==> src/rtl/i2cm_pkg.sv <==
package i2cm_pkg;

  typedef enum logic [2:0] {
    OP_START = 3'd0,
    OP_STOP  = 3'd1,
    OP_SEND  = 3'd2,
    OP_RECV  = 3'd3,
    OP_ADDR  = 3'd4
  } op_e;

  // which wait the phase timer should run
  typedef enum logic [3:0] {
    W_LOW, W_HIGH, W_SETUP, W_SHOLD, W_SSETUP, W_PSETUP, W_IDLE, W_C2D, W_RXLOW
  } wait_e;

  typedef enum logic [1:0] {
    SRC_ZERO = 2'd0,
    SRC_ONE  = 2'd1,
    SRC_TX   = 2'd2
  } sdaSrc_e;

  // strobes from control to datapath
  typedef struct packed {
    logic    sclRise;
    logic    sclFall;
    logic    sdaDrv;
    sdaSrc_e sdaSrc;
    logic    sdaRel;
    logic    loadTx;
    logic    loadAddr;
    logic    txShift;
    logic    armRx;
    logic    rxSample;
    logic    ackSample;
    logic    loadAckOut;
    logic    cntClr;
    logic    cntInc;
  } strobe_t;

  // nanosecond figures of both timing sets
  localparam int FAST_LOW_NS    = 1300;
  localparam int FAST_HIGH_NS   = 600;
  localparam int FAST_SETUP_NS  = 100;
  localparam int FAST_SHOLD_NS  = 600;
  localparam int FAST_SSETUP_NS = 600;
  localparam int FAST_PSETUP_NS = 600;
  localparam int FAST_IDLE_NS   = 1300;
  localparam int STD_LOW_NS     = 4700;
  localparam int STD_HIGH_NS    = 4000;
  localparam int STD_SETUP_NS   = 250;
  localparam int STD_SHOLD_NS   = 4000;
  localparam int STD_SSETUP_NS  = 4700;
  localparam int STD_PSETUP_NS  = 4000;
  localparam int STD_IDLE_NS    = 4700;
  localparam int C2D_NS         = 900;

  // 80 ns tick: ns * 125 / 10000, truncated
  function automatic int nsToTicks(input int ns);
    return (ns * 125) / 10000;
  endfunction

endpackage

==> src/rtl/i2cm_timer.sv <==
module i2cm_timer
  import i2cm_pkg::*;
#(
  parameter int TICK_CYCLES = 16,
  parameter int CNT_W       = 16
) (
  input  logic  clk,
  input  logic  rstN,
  input  logic  load,
  input  wait_e sel,
  input  logic  fastMode,
  output logic  expired
);

  localparam int F_LOW    = nsToTicks(FAST_LOW_NS);
  localparam int F_HIGH   = nsToTicks(FAST_HIGH_NS);
  localparam int F_SETUP  = nsToTicks(FAST_SETUP_NS);
  localparam int F_SHOLD  = nsToTicks(FAST_SHOLD_NS);
  localparam int F_SSETUP = nsToTicks(FAST_SSETUP_NS);
  localparam int F_PSETUP = nsToTicks(FAST_PSETUP_NS);
  localparam int F_IDLE   = nsToTicks(FAST_IDLE_NS);
  localparam int F_RXLOW  = nsToTicks(FAST_LOW_NS - C2D_NS);
  localparam int S_LOW    = nsToTicks(STD_LOW_NS);
  localparam int S_HIGH   = nsToTicks(STD_HIGH_NS);
  localparam int S_SETUP  = nsToTicks(STD_SETUP_NS);
  localparam int S_SHOLD  = nsToTicks(STD_SHOLD_NS);
  localparam int S_SSETUP = nsToTicks(STD_SSETUP_NS);
  localparam int S_PSETUP = nsToTicks(STD_PSETUP_NS);
  localparam int S_IDLE   = nsToTicks(STD_IDLE_NS);
  localparam int S_RXLOW  = nsToTicks(STD_LOW_NS - C2D_NS);
  localparam int C2D      = nsToTicks(C2D_NS);

  int ticks;
  logic [CNT_W-1:0] span;
  logic [CNT_W-1:0] cnt;
  logic running;

  always_comb begin
    case (sel)
      W_LOW:    ticks = fastMode ? F_LOW    : S_LOW;
      W_HIGH:   ticks = fastMode ? F_HIGH   : S_HIGH;
      W_SETUP:  ticks = fastMode ? F_SETUP  : S_SETUP;
      W_SHOLD:  ticks = fastMode ? F_SHOLD  : S_SHOLD;
      W_SSETUP: ticks = fastMode ? F_SSETUP : S_SSETUP;
      W_PSETUP: ticks = fastMode ? F_PSETUP : S_PSETUP;
      W_IDLE:   ticks = fastMode ? F_IDLE   : S_IDLE;
      W_RXLOW:  ticks = fastMode ? F_RXLOW  : S_RXLOW;
      default:  ticks = C2D;
    endcase
    span = CNT_W'(ticks * TICK_CYCLES - 1);
  end

  always_ff @(posedge clk) begin
    if (!rstN) begin
      cnt     <= '0;
      running <= 1'b0;
    end else if (load) begin
      cnt     <= span;
      running <= 1'b1;
    end else if (running) begin
      if (cnt == '0) running <= 1'b0;
      else           cnt <= cnt - 1'b1;
    end
  end

  assign expired = running && (cnt == '0);

endmodule

==> src/rtl/i2cm_datapath.sv <==
module i2cm_datapath
  import i2cm_pkg::*;
#(
  parameter int BYTE_W = 8
) (
  input  logic              clk,
  input  logic              rstN,
  input  strobe_t           stb,
  input  logic [BYTE_W-1:0] cmdData,
  input  logic              cmdRead,
  input  logic              cmdLast,
  input  logic              sdaIn,
  output logic              scl,
  output logic              sdaOe,
  output logic              sdaOut,
  output logic [BYTE_W-1:0] rxByte,
  output logic              ackErr,
  output logic              bitLast
);

  localparam int BIT_W = $clog2(BYTE_W);

  logic [BYTE_W-1:0] txReg, txNext, rxReg;
  logic [BIT_W-1:0]  bitCnt;
  logic              nackReg;
  logic              sdaVal;

  always_comb begin
    if (stb.loadTx)          txNext = cmdData;
    else if (stb.loadAddr)   txNext = {cmdData[BYTE_W-2:0], cmdRead};
    else if (stb.loadAckOut) txNext = {nackReg, {(BYTE_W-1){1'b0}}};
    else if (stb.txShift)    txNext = {txReg[BYTE_W-2:0], 1'b0};
    else                     txNext = txReg;
    case (stb.sdaSrc)
      SRC_ONE: sdaVal = 1'b1;
      SRC_TX:  sdaVal = txNext[BYTE_W-1];
      default: sdaVal = 1'b0;
    endcase
  end

  always_ff @(posedge clk) begin
    if (!rstN) begin
      scl     <= 1'b1;
      sdaOe   <= 1'b0;
      sdaOut  <= 1'b0;
      txReg   <= '0;
      rxReg   <= '0;
      nackReg <= 1'b0;
      ackErr  <= 1'b0;
      bitCnt  <= '0;
    end else begin
      txReg <= txNext;
      if (stb.sclRise)      scl <= 1'b1;
      else if (stb.sclFall) scl <= 1'b0;
      if (stb.sdaDrv) begin
        sdaOe  <= 1'b1;
        sdaOut <= sdaVal;
      end else if (stb.sdaRel) begin
        sdaOe  <= 1'b0;
        sdaOut <= 1'b0;
      end
      if (stb.armRx) begin
        rxReg   <= '0;
        nackReg <= cmdLast;
      end else if (stb.rxSample) begin
        rxReg <= {rxReg[BYTE_W-2:0], sdaIn};
      end
      if (stb.ackSample) ackErr <= sdaIn;
      if (stb.cntClr)      bitCnt <= '0;
      else if (stb.cntInc) bitCnt <= bitCnt + 1'b1;
    end
  end

  assign rxByte  = rxReg;
  assign bitLast = (bitCnt == BIT_W'(BYTE_W - 1));

endmodule

==> src/rtl/i2cm_ctrl.sv <==
module i2cm_ctrl
  import i2cm_pkg::*;
#(
  parameter int OP_W = 3
) (
  input  logic            clk,
  input  logic            rstN,
  input  logic            cmdValid,
  input  logic [OP_W-1:0] cmdOp,
  input  logic            expired,
  input  logic            bitLast,
  output strobe_t         stb,
  output logic            tmrLoad,
  output wait_e           tmrSel,
  output logic            busy,
  output logic            done
);

  typedef enum logic [3:0] {
    S_IDLE, S_ST_SETUP, S_ST_HOLD, S_ST_LOW, S_SP_LOW, S_SP_HIGH, S_SP_IDLE,
    S_TX_SETUP, S_TX_HIGH, S_TX_LOW, S_RX_REL, S_RX_HIGH, S_RX_LOW
  } state_e;

  state_e state, nxt;
  logic   ackPhase, ackNxt, fin;

  always_comb begin
    stb     = '0;
    tmrLoad = 1'b0;
    tmrSel  = W_LOW;
    nxt     = state;
    ackNxt  = ackPhase;
    fin     = 1'b0;
    case (state)
      S_IDLE: if (cmdValid) begin
        case (cmdOp)
          OP_START: begin
            stb.sdaDrv = 1'b1; stb.sdaSrc = SRC_ONE; stb.sclRise = 1'b1;
            tmrLoad = 1'b1; tmrSel = W_SSETUP; nxt = S_ST_SETUP;
          end
          OP_STOP: begin
            stb.sdaDrv = 1'b1; stb.sdaSrc = SRC_ZERO;
            tmrLoad = 1'b1; tmrSel = W_C2D; nxt = S_SP_LOW;
          end
          OP_SEND, OP_ADDR: begin
            stb.loadTx   = (cmdOp == OP_SEND);
            stb.loadAddr = (cmdOp == OP_ADDR);
            stb.cntClr = 1'b1; stb.sdaDrv = 1'b1; stb.sdaSrc = SRC_TX;
            tmrLoad = 1'b1; tmrSel = W_SETUP; nxt = S_TX_SETUP; ackNxt = 1'b0;
          end
          OP_RECV: begin
            stb.armRx = 1'b1; stb.cntClr = 1'b1; stb.sdaRel = 1'b1;
            tmrLoad = 1'b1; tmrSel = W_C2D; nxt = S_RX_REL; ackNxt = 1'b0;
          end
          default: ;
        endcase
      end
      S_ST_SETUP: if (expired) begin
        stb.sdaDrv = 1'b1; stb.sdaSrc = SRC_ZERO;
        tmrLoad = 1'b1; tmrSel = W_SHOLD; nxt = S_ST_HOLD;
      end
      S_ST_HOLD: if (expired) begin
        stb.sclFall = 1'b1;
        tmrLoad = 1'b1; tmrSel = W_LOW; nxt = S_ST_LOW;
      end
      S_SP_LOW: if (expired) begin
        stb.sclRise = 1'b1;
        tmrLoad = 1'b1; tmrSel = W_PSETUP; nxt = S_SP_HIGH;
      end
      S_SP_HIGH: if (expired) begin
        stb.sdaRel = 1'b1;
        tmrLoad = 1'b1; tmrSel = W_IDLE; nxt = S_SP_IDLE;
      end
      S_ST_LOW, S_SP_IDLE: if (expired) begin
        fin = 1'b1; nxt = S_IDLE;
      end
      S_TX_SETUP: if (expired) begin
        stb.sclRise = 1'b1;
        tmrLoad = 1'b1; tmrSel = W_HIGH; nxt = S_TX_HIGH;
      end
      S_TX_HIGH: if (expired) begin
        stb.sclFall = 1'b1; stb.sdaRel = 1'b1;
        tmrLoad = 1'b1; tmrSel = W_LOW; nxt = S_TX_LOW;
      end
      S_TX_LOW: if (expired) begin
        if (ackPhase) begin
          fin = 1'b1; nxt = S_IDLE;
        end else if (!bitLast) begin
          stb.txShift = 1'b1; stb.cntInc = 1'b1;
          stb.sdaDrv = 1'b1; stb.sdaSrc = SRC_TX;
          tmrLoad = 1'b1; tmrSel = W_SETUP; nxt = S_TX_SETUP;
        end else begin
          ackNxt = 1'b1; stb.sdaRel = 1'b1;
          tmrLoad = 1'b1; tmrSel = W_C2D; nxt = S_RX_REL;
        end
      end
      S_RX_REL: if (expired) begin
        stb.sclRise = 1'b1;
        tmrLoad = 1'b1; tmrSel = W_HIGH; nxt = S_RX_HIGH;
      end
      S_RX_HIGH: if (expired) begin
        stb.sclFall   = 1'b1;
        stb.ackSample = ackPhase;
        stb.rxSample  = !ackPhase;
        tmrLoad = 1'b1; tmrSel = W_RXLOW; nxt = S_RX_LOW;
      end
      S_RX_LOW: if (expired) begin
        if (ackPhase) begin
          fin = 1'b1; nxt = S_IDLE;
        end else if (!bitLast) begin
          stb.cntInc = 1'b1; stb.sdaRel = 1'b1;
          tmrLoad = 1'b1; tmrSel = W_C2D; nxt = S_RX_REL;
        end else begin
          stb.loadAckOut = 1'b1; ackNxt = 1'b1;
          stb.sdaDrv = 1'b1; stb.sdaSrc = SRC_TX;
          tmrLoad = 1'b1; tmrSel = W_SETUP; nxt = S_TX_SETUP;
        end
      end
      default: nxt = S_IDLE;
    endcase
  end

  always_ff @(posedge clk) begin
    if (!rstN) begin
      state    <= S_IDLE;
      ackPhase <= 1'b0;
      done     <= 1'b0;
    end else begin
      state    <= nxt;
      ackPhase <= ackNxt;
      done     <= fin;
    end
  end

  assign busy = (state != S_IDLE);

endmodule

==> src/rtl/i2cBitMaster.sv <==
module i2cBitMaster
  import i2cm_pkg::*;
#(
  parameter int TICK_CYCLES = 16,
  parameter int BYTE_W      = 8,
  parameter int CNT_W       = 16,
  parameter int OP_W        = 3
) (
  input  logic              clk,
  input  logic              rstN,
  input  logic              fastMode,
  input  logic              cmdValid,
  input  logic [OP_W-1:0]   cmdOp,
  input  logic [BYTE_W-1:0] cmdData,
  input  logic              cmdRead,
  input  logic              cmdLast,
  input  logic              sdaIn,
  output logic              busy,
  output logic              done,
  output logic [BYTE_W-1:0] rxByte,
  output logic              ackErr,
  output logic              scl,
  output logic              sdaOe,
  output logic              sdaOut
);

  strobe_t stb;
  logic    tmrLoad, expired, bitLast;
  wait_e   tmrSel;

  i2cm_ctrl #(.OP_W(OP_W)) ctrl_i (
    .clk(clk), .rstN(rstN), .cmdValid(cmdValid), .cmdOp(cmdOp),
    .expired(expired), .bitLast(bitLast), .stb(stb),
    .tmrLoad(tmrLoad), .tmrSel(tmrSel), .busy(busy), .done(done)
  );

  i2cm_timer #(.TICK_CYCLES(TICK_CYCLES), .CNT_W(CNT_W)) timer_i (
    .clk(clk), .rstN(rstN), .load(tmrLoad), .sel(tmrSel),
    .fastMode(fastMode), .expired(expired)
  );

  i2cm_datapath #(.BYTE_W(BYTE_W)) dp_i (
    .clk(clk), .rstN(rstN), .stb(stb), .cmdData(cmdData),
    .cmdRead(cmdRead), .cmdLast(cmdLast), .sdaIn(sdaIn),
    .scl(scl), .sdaOe(sdaOe), .sdaOut(sdaOut), .rxByte(rxByte),
    .ackErr(ackErr), .bitLast(bitLast)
  );

endmodule

==> config.mk <==
export PLATFORM = sky130hd
export DESIGN_NAME = i2cBitMaster
export DESIGN_NICKNAME = d
export VERILOG_FILES = /design/src/rtl/i2cm_pkg.sv /design/src/rtl/i2cm_timer.sv /design/src/rtl/i2cm_datapath.sv /design/src/rtl/i2cm_ctrl.sv /design/src/rtl/i2cBitMaster.sv
export SDC_FILE = /design/constraint.sdc
export NUM_CORES = 1
export LEC_CHECK = 0
export CAP_MARGIN = 10
export CELL_PAD_IN_SITES_DETAIL_PLACEMENT = 1
export CELL_PAD_IN_SITES_GLOBAL_PLACEMENT = 1
export CORE_MARGIN = 1.5
export CORE_UTILIZATION = 43
export DETAILED_ROUTE_END_ITERATION = 7
export PLACE_DENSITY_LB_ADDON = 0.05
export SYNTH_ARGS = -nofsm -noshare
export SYNTH_HDL_FRONTEND = slang
export SYNTH_HIERARCHICAL = 1
export SYNTH_SLANG_ARGS = --single-unit
==> constraint.sdc <==
create_clock -name clk -period 4.55 [get_ports clk]
set_clock_uncertainty 0.2 [all_clocks]
set_input_delay 0.455 -clock clk [delete_from_list [all_inputs] [get_ports clk]]
set_output_delay 0.455 -clock clk [all_outputs]
set_load 0.01 [all_outputs]
==> results.sh <==
export IMPL_run_status="complete, no violations"
export IMPL_critical_path_max_fanout=11
export IMPL_pin_count_of_the_biggest_net_entering_global_routing=32
export IMPL_post_cts_setup_buffers=0
export IMPL_timing_hold_worst_path_depth=2
export IMPL_placementRows=31
export IMPL_crit_path_cell_trace="inv_1 -> ha_1 -> nor3b_2 -> nand3_1 -> nor2_1 -> nand2_1 -> a21oi_1 -> or3_1 -> nor2b_1 -> a2111oi_1 -> ha_1 -> nand4_1 -> a21boi_0 -> o21a_1"
export IMPL_finalWorstPathRequiredPeriod_ns=4.086
export IMPL_grt_use_total_pct=22.35
export IMPL_portion_of_synthesized_cell_area_occupied_by_the_leading_cell_type_pct=28.47
export IMPL_first_global_vias=3004
export IMPL_max_slew_worst_pin_slew_ns=1.018
export IMPL_synth_largest_area_cell="sky130_fd_sc_hd__dfxtp_1"
export IMPL_rsz0062_at_grt="false"
export IMPL_number_of_antenna_violations_at_the_first_check_in_global_routing=0
export IMPL_timing_critical_path_slowest_stage_cell="sky130_fd_sc_hd__a2111oi_1"
export IMPL_synth_seq_cells=47
export IMPL_proportion_of_synthesized_chip_area_in_sequential_cells_pct=28.47
export IMPL_fin_crit_sh_pct=89.80
export IMPL_cts_max_level=2
export IMPL_initial_core_util_pct=45.08
export IMPL_worstRegToRegCells=14
export IMPL_timing_max_cap_violations=0
export IMPL_setup_violations_final=0
export IMPL_die_y_um=90.66
export IMPL_power_density_nw_per_um2=379.1
export IMPL_port_buffers=31
export IMPL_grt_pass1_wl_um=15120
export IMPL_critPathLaunchType="flop"
export IMPL_proportion_of_register_bits_with_asynchronous_set_or_reset_after_synthesis_pct=0
export IMPL_post_dp_hpwl_um=6577
export IMPL_post_route_drc_count=0
export IMPL_num_io_pins=32
export IMPL_clock_sink_count=47
export IMPL_first_pass_iters=5
export IMPL_design_area_um2=3800
export IMPL_cts_root_buffer="sky130_fd_sc_hd__clkbuf_8"
export IMPL_wl_per_cell_um=17.04
export IMPL_cts_buffers=5
export IMPL_clock_latency_ns=0.30
export IMPL_slowest_stage_delay_on_critical_path_ns=0.51
export IMPL_clockBufferDepth=2
export IMPL_fmax_ghz=0.2447
export IMPL_crit_path_frequent_cell="sky130_fd_sc_hd__ha_1"
export IMPL_route_detailed_vias_per_inst=5.879
export IMPL_final_core_occ_pct=51.83
export IMPL_ys_warn_count=6
export IMPL_drt_iter0_markers=150
export IMPL_slew_headroom_pct=31.93
export IMPL_largest_cells_by_area_after_synthesis="sky130_fd_sc_hd__dfxtp_1 28%, sky130_fd_sc_hd__nor2b_1 4.0%, sky130_fd_sc_hd__mux2i_1 3.9%"
export IMPL_placed_area_um2=3677
export IMPL_worst_endpoint_required_ns=4.60
export IMPL_synth_top_flop_cell="sky130_fd_sc_hd__dfxtp_1"
export IMPL_final_weighted_congestion_in_routability_driven_placement=0.8361
export IMPL_worst_setup_path_end_kind="flop"
export IMPL_postSynthAreaPerCell_um2=8.261
export IMPL_cts_tree="built"
export IMPL_netlist_instances=400
export IMPL_crit_type="reg -> reg"
export IMPL_tns_ns=0
export IMPL_core_area_um2=7331
export IMPL_worst_setup_hold_path_clk_slew_ns=0.10
export IMPL_synth_nets=424
export IMPL_hold_violations=0
export IMPL_finalMaxSlewViolations=0
export IMPL_critPathArrivalTime_ns=4.14
export IMPL_peakVddDrop_uv=169.8
export IMPL_detailroute_via_count=3057
export IMPL_count_of_different_cell_masters_after_synthesis=74
export IMPL_antenna_cells=0
export IMPL_synth_area_um2=3304
export IMPL_ant_nets=0
export IMPL_die_w_um=90.66
export IMPL_holdCritPathClass="reg -> reg"
export IMPL_synth_edf_count=0
export IMPL_gr_total_overflow=0
export IMPL_fill_cells=877
export IMPL_finalNetCount=444
export IMPL_die_area_um2=8219
export IMPL_final_layout_size_suffix_gt1_share_pct=10.69
export IMPL_routed_wirelength_um=8861
export IMPL_cellLeakagePower_nw=1.322
export IMPL_flow_area_growth_from_synthesis_pct=14.99
## what timing repair did
item	in CTS	in global routing
hold buffers	0	0
endpoints found under the setup margin	0	1
resized for setup	0	1
## final cells by class
| class | instances | area (µm²) | share of cell area [%] |
|---|---|---|---|
| Multi-Input combinational cell | 310 | 2176 | 57.26 |
| Clock buffer | 6 | 82.58 | 2.173 |
| Timing Repair Buffer | 40 | 377.9 | 9.944 |
| Tap cell | 99 | 123.9 | 3.260 |
| Inverter | 16 | 60.06 | 1.581 |
| Clock inverter | 2 | 38.79 | 1.021 |
| Sequential cell | 47 | 940.9 | 24.76 |
## flip-flops by register name, summed over array words and instances, names as in the netlist, 3 cells and up
register	flops
dp_i/rxByte	8
dp_i/txReg	8
timer_i/cnt	16
ctrl_i/state	4
dp_i/bitCnt	3
## routing by layer
| metal | vias up | GRT usage [%] | share of wire [%] |
|---|---|---|---|
| met5 | - | 0 | 0 |
| met4 | 0 | 4.365 | 0.69 |
| met3 | 4 | 2.273 | 2.3 |
| met2 | 38 | 38.10 | 48 |
| met1 | 1483 | 30.50 | 49 |
| li1 | 1532 | - | - |
## through the flow
step	total power [W]	hold WS, ns	setup WS (ns)	std cells
after global placement	0.001095	0.2769	0.7467	512
after global routing	0.001538	0.3503	0.07626	520
after detailed placement	0.001104	0.2924	0.4968	512
after floorplan	0.0009525	0.2646	1.075	400
after CTS	0.001445	0.3131	0.4087	520
final	0.001441	0.3116	0.4639	520
## critical path, delay by kind of cell, from the launching register on
family	cells	cell delay [ns]
buffers and inverters	1	0.07
DFF	1	0.37
and+or+nand+nor	7	1.83
AOI/OAI and AO/OA	4	1.00
adders and majority gates	2	0.56
## final timing paths
path	to	from	slack, ns
max	timer_i/cnt[12]$_SDFFE_PN0P_	timer_i/cnt[0]$_SDFFE_PN0P_	0.46
min	dp_i/scl$_SDFFE_PP1P_	dp_i/scl$_SDFFE_PP1P_	0.31
max reg2reg	timer_i/cnt[12]$_SDFFE_PN0P_	timer_i/cnt[0]$_SDFFE_PN0P_	0.46
min reg2reg	dp_i/scl$_SDFFE_PP1P_	dp_i/scl$_SDFFE_PP1P_	0.31
## synthesized netlist by cell type, drive strengths merged, types with 3 or more instances
cell and instances:
a2111oi 5, a21boi 5, a21oi 23, a222oi 7
a31oi 4, a32o 3, and2 10, and3 4
buf 13, clkbuf 14, dfxtp 47, ha 6
inv 16, mux2 7, mux2i 13, nand2 25
nand2b 10, nand3 11, nand3b 5, nand4 5
nor2 30, nor2b 21, nor3 13, nor3b 5
nor4 10, o211ai 3, o21a 5, o21ai 22
o2bb2ai 3, o32ai 4, or3 5, or3b 5
xnor2 7, xor2 4
## layout by cell type (no fill, tap or decap), drive strengths merged, types with 7 or more instances in the layout
cell           instances
nor3                  13
clkdlybuf4s50         31
nand2                 25
nand3                 11
o21ai                 22
inv                   17
nor2b                 21
nor2                  30
nand2b                10
xnor2                  7
nor4                  10
and2                  10
mux2i                 13
buf                    9
mux2                   7
a222oi                 7
a21oi                 23
dfxtp                 47
## cells by family (layout without fill, tap and decap cells)
logic type	count (synthesis)	in the layout	share of synthesized area [%]
AND/OR/NAND/NOR	167	167	30.59
AO/OA/AOI/OAI	106	106	23.40
flip-flops	47	47	28.47
buffers and inverters	43	64	5.907
multiplexers	20	20	6.437
XOR/XNOR	11	11	2.915
adder cells (fa/ha/maj)	6	6	2.272
## where the power goes
group	internal [W]	leakage, nW	switching [W]
logic	0.000244	0.879	0.000333
registers	0.000456	0.382	0.0000680
clock network	0.000181	0.0618	0.000159
No activity file was read; power rests on OpenSTA's default activity.
